## src/rtl/serial_char_tx.sv

```systemverilog
module serial_char_tx #(
  parameter int DIV_W = 16
) (
  input  logic             clk,
  input  logic             rst_n,
  input  logic [DIV_W-1:0] baud_div,
  input  logic             wide_mode,
  input  logic             par_en,
  input  logic             par_odd,
  input  logic [8:0]       tx_data,
  input  logic             tx_valid,
  output logic             tx_ready,
  input  logic             idle_req,
  input  logic             break_req,
  output logic             txd,
  output logic             busy
);

  localparam int FW = 12;
  localparam int LW = $clog2(FW + 1);

  logic [DIV_W-1:0] div_q, cnt;
  logic [FW-1:0]    sh, frame;
  logic [LW-1:0]    left, nbits;
  logic             start, tick, par;

  assign tick     = busy && (cnt == div_q - DIV_W'(1));
  assign start    = !busy && (break_req || idle_req || tx_valid);
  assign tx_ready = !busy && !break_req && !idle_req;
  assign par      = (wide_mode ? ^tx_data[7:0] : ^tx_data[6:0]) ^ par_odd;

  always_comb begin
    frame = '1;
    nbits = wide_mode ? LW'(11) : LW'(10);
    if (break_req) begin
      frame = '0;
      frame[nbits] = 1'b1;
      nbits = nbits + LW'(1);
    end else if (!idle_req) begin
      frame[0] = 1'b0;
      if (wide_mode) begin
        frame[9:1] = tx_data;
        if (par_en) frame[9] = par;
      end else begin
        frame[8:1] = tx_data[7:0];
        if (par_en) frame[8] = par;
      end
    end
  end

  always_ff @(posedge clk or negedge rst_n) begin
    if (!rst_n) begin
      busy  <= 1'b0;
      txd   <= 1'b1;
      sh    <= '0;
      left  <= '0;
      cnt   <= '0;
      div_q <= DIV_W'(1);
    end else if (start) begin
      busy  <= 1'b1;
      txd   <= frame[0];
      sh    <= frame >> 1;
      left  <= nbits - LW'(1);
      cnt   <= '0;
      div_q <= (baud_div == '0) ? DIV_W'(1) : baud_div;
    end else if (tick) begin
      cnt <= '0;
      if (left == '0) begin
        busy <= 1'b0;
        txd  <= 1'b1;
      end else begin
        txd  <= sh[0];
        sh   <= sh >> 1;
        left <= left - LW'(1);
      end
    end else if (busy) begin
      cnt <= cnt + DIV_W'(1);
    end
  end

  AST_LINE_RESTS_HIGH: assert property (@(posedge clk) disable iff (!rst_n)
    !busy |-> txd);
  AST_CNT_IN_RANGE: assert property (@(posedge clk) disable iff (!rst_n)
    busy |-> (cnt < div_q));
  AST_BIT_HELD: assert property (@(posedge clk) disable iff (!rst_n)
    (busy && !tick) |=> $stable(txd));
  AST_BREAK_STARTS_LOW: assert property (@(posedge clk) disable iff (!rst_n)
    (start && break_req) |=> (busy && !txd));
  AST_IDLE_STARTS_HIGH: assert property (@(posedge clk) disable iff (!rst_n)
    (start && idle_req && !break_req) |=> (busy && txd));
  AST_DATA_STARTS_LOW: assert property (@(posedge clk) disable iff (!rst_n)
    (start && !idle_req && !break_req) |=> (busy && !txd));

endmodule

```

## config.mk

```make
export PLATFORM = sky130hd
export DESIGN_NAME = serial_char_tx
export DESIGN_NICKNAME = d
export VERILOG_FILES = /design/src/rtl/serial_char_tx.sv
export SDC_FILE = /design/constraint.sdc
export NUM_CORES = 1
export LEC_CHECK = 0
export BUFFER_PORTS_ARGS = -buffer_cell sky130_fd_sc_hd__clkbuf_2
export CAP_MARGIN = 20
export CORE_ASPECT_RATIO = 0.75
export CORE_MARGIN = 3
export CORE_UTILIZATION = 59
export DETAILED_ROUTE_END_ITERATION = 10
export PLACE_DENSITY = 0.86
export SLEW_MARGIN = 20
export SYNTH_ARGS = -nofsm -noshare
export SYNTH_HDL_FRONTEND = slang
export SYNTH_SLANG_ARGS = --single-unit
```

## constraint.sdc

```tcl
create_clock -name clk -period 3.1 [get_ports clk]
set_clock_uncertainty 0.2 [all_clocks]
set_input_delay 0.62 -clock clk [delete_from_list [all_inputs] [get_ports clk]]
set_output_delay 0.62 -clock clk [all_outputs]
set_load 0.1 [all_outputs]
```

==> impl_metrics.yaml <==
placed_design:
  dp_cells: 473
  dp_hpwl_mm: 5.75
  pre_cts_slack_ns: 0.0627
  gp_congestion: 0.889
  io_buffers: 35
die:
  core_region_area_um2: 5150
  ios: 36
  start_util_pct: 64.0
  die_x_um: 92.3
  die_h_um: 70.7
  dieArea_um2: 6530
  num_rows: 22
synth:
  synth.avg_cell_area_um2: 8.77
  synth_top_family_by_area: "simple AND/OR/NAND/NOR gates"
  ys_seq_area_share_pct: 37.3
  synthAdderAreaFrac_pct: 1.90
  synth_nets: 414
  ys_ff_latch: 49
  synth_flop_cell: "dfrtp_1"
  syn_area_um2: 3300
  synth-xor-area-share_pct: 9.57
  synth_mux_area_share_pct: 3.87
  synth_cell_types: 55
  synth_compound_area_share_pct: 16.4
  yosysWarnings: 0
  async_flop_share_pct: 100
  synth_edf_count: 0
  syn_inst: 376
  synth_simple_gate_area_share_pct: 26.7
global_route:
  antenna_found_initial: 0
  grt_pass1_vias: 2671
  overflow: 0
  grt_pass1_wl_mm: 13.0
  grt_max_degree: 50
  globalRouteTotalUtil_pct: 24.4
sta:
  relSlewSlack_pct: 61.6
  hold_viol: 0
  timing.fmax_mhz: 340
  setup_viol: 0
  maxSlewViolCount: 0
  tightest_slew_ns: 0.571
  min_period_ns: 2.94
  setup_tns_ns: 0
  finalCritPeriodShare_pct: 94.8
  worst_slack_ns: 0.161
setup_path:
  cp_max_fo: 10
  r2r_slack_ns: 0.16
  path_cells: "inv_1 > ha_2 > nand2b_1 > a311oi_2 > o21bai_1 > or4_1 > o21ai_0 > mux2i_1"
  crit_required_ns: 3.11
  reg2reg_depth: 8
  critPathSlowestCell: "dfstp_2"
  r2r_start: "div_q[0]"
  crit_type: "register to register"
  path_buf_inv: 1
  r2r_end: "left[1]"
  start_kind: "register"
  critPathTopFamily: "compound AO/OA/AOI/OAI gates"
  end_kind: "register"
  arrival_ns: 2.95
  cp_slowest_stage_delay_ns: 0.59
flow_run:
  cap_violations: 0
clock_tree:
  clkTransAtPathRegs_ns: 0.09
  insertion_delay_ns: 0.30
  clockRootBuffer: "clkbuf_8"
  cts_buffers: 5
  htreeDepth: 2
  cts_sinks: 49
  cts_tree: "yes"
  clk_path_buf_depth: 2
final_layout:
  finalNonFillerCells: 482
  insertedDiodeCount: 0
  synthToLayoutAreaGrowth_pct: 12.0
  layout_common_cells: "nand2_1 (54), dfrtp_1 (47), clkbuf_2 (35)"
  layout_commonest_cell: "nand2_1"
  fin_nets: 447
  drive_above_1_share_pct: 19.5
hold_path:
  min_path_type: "primary input to async pin"
route:
  via_count: 2960
  wl_mm: 7.63
  viasPerCell: 6.14
  drt-initial-drc-count: 280
  antenna_left: 0
  dr.pass1.iters: 5
  drc: 0
  wl_per_cell_um: 15.8
pwr:
  p_total_mw: 1.74
  peakVddDrop_uv: 325
  leakage_nw: 1.65
  power.density_nw_per_um2: 472
status:
  status: "completed"
per-stage QoR:
step	util, %	area, um2	hold slack, ns
2_1_floorplan	-	3300	0.124
3_3_place_gp	69.3	3570	0.281
3_5_place_dp	69.3	3570	0.285
4_1_cts	71.3	3670	0.116
5_1_grt	71.7	3690	0.119
6_report	71.7	3690	0.0980
how the worst max path moves through the flow:
stage	start	to	slack [ns]	depth (start not counted)
floorplan	busy	tx_ready	0.03	2
global placement	div_q[2]	left[1]	0.20	7
detailed placement	div_q[0]	sh[6]	0.06	9
CTS	div_q[0]	sh[6]	0.02	9
global route	div_q[2]	left[1]	-0.03	8
finish	div_q[0]	left[1]	0.16	8
per-layer routing:
metal	share of wire, %	up-vias	routed length [um]	GRT usage (%)
li1	-	1401	-	-
met1	48	1405	3680	39.2
met5	0	-	0	0
met2	42	148	3240	34.7
met3	8.7	6	665	4.78
met4	0.59	0	45	3.13
cells in the mapped netlist, types with 9 or more instances:
cell type,instances,area share (%)
a22oi_1,9,2.0
a31oi_1,12,2.3
and3_1,13,2.5
clkbuf_1,16,1.8
dfrtp_1,47,36
inv_1,10,1.1
mux2i_1,9,2.7
nand2_1,54,6.2
nand3_1,12,1.8
nor2_1,29,3.3
nor3_1,9,1.4
nor4_1,9,1.7
o21ai_0,14,2.1
o21bai_1,10,2.3
xnor2_1,19,5.0
xor2_1,17,4.5
final cells by class:
| cell class | count | area (um2) |
|---|---|---|
| Multi-Input combinational cell | 295 | 1950 |
| Inverter | 10 | 37.5 |
| Sequential cell | 49 | 1230 |
| Clock buffer | 7 | 96.3 |
| Tap cell | 72 | 90.1 |
| Clock inverter | 1 | 5.00 |
| Fill cell | 416 | 1460 |
| Timing Repair Buffer | 48 | 285 |
what timing repair did:
action,in CTS,in global routing
buffers inserted,0,1
gates resized for setup,0,3
endpoints found under the setup margin,0,28
hold buffers,0,0
flip-flops by register name, indices dropped and copies added (netlist names):
name	cells
cnt	16
div_q	16
sh	11
left	4
busy	1
txd	1
where the power goes:
part           switching, mW  internal, mW  total (mW)
Sequential             0.119         0.725       0.844
Combinational          0.261         0.228       0.489
Clock                  0.207         0.202       0.409
Total                  0.586          1.16        1.74
kinds of logic (layout without fill, tap and decap cells):
kind of cell,after synthesis,in the layout
and+or+nand+nor,168,168
xor gates and xnor gates,36,36
AOI/OAI and AO/OA,74,74
DFF,49,49
buffers and inverters,32,66
muxes,12,12
adders and majority gates,5,5
No activity file was read; power rests on OpenSTA's default activity.
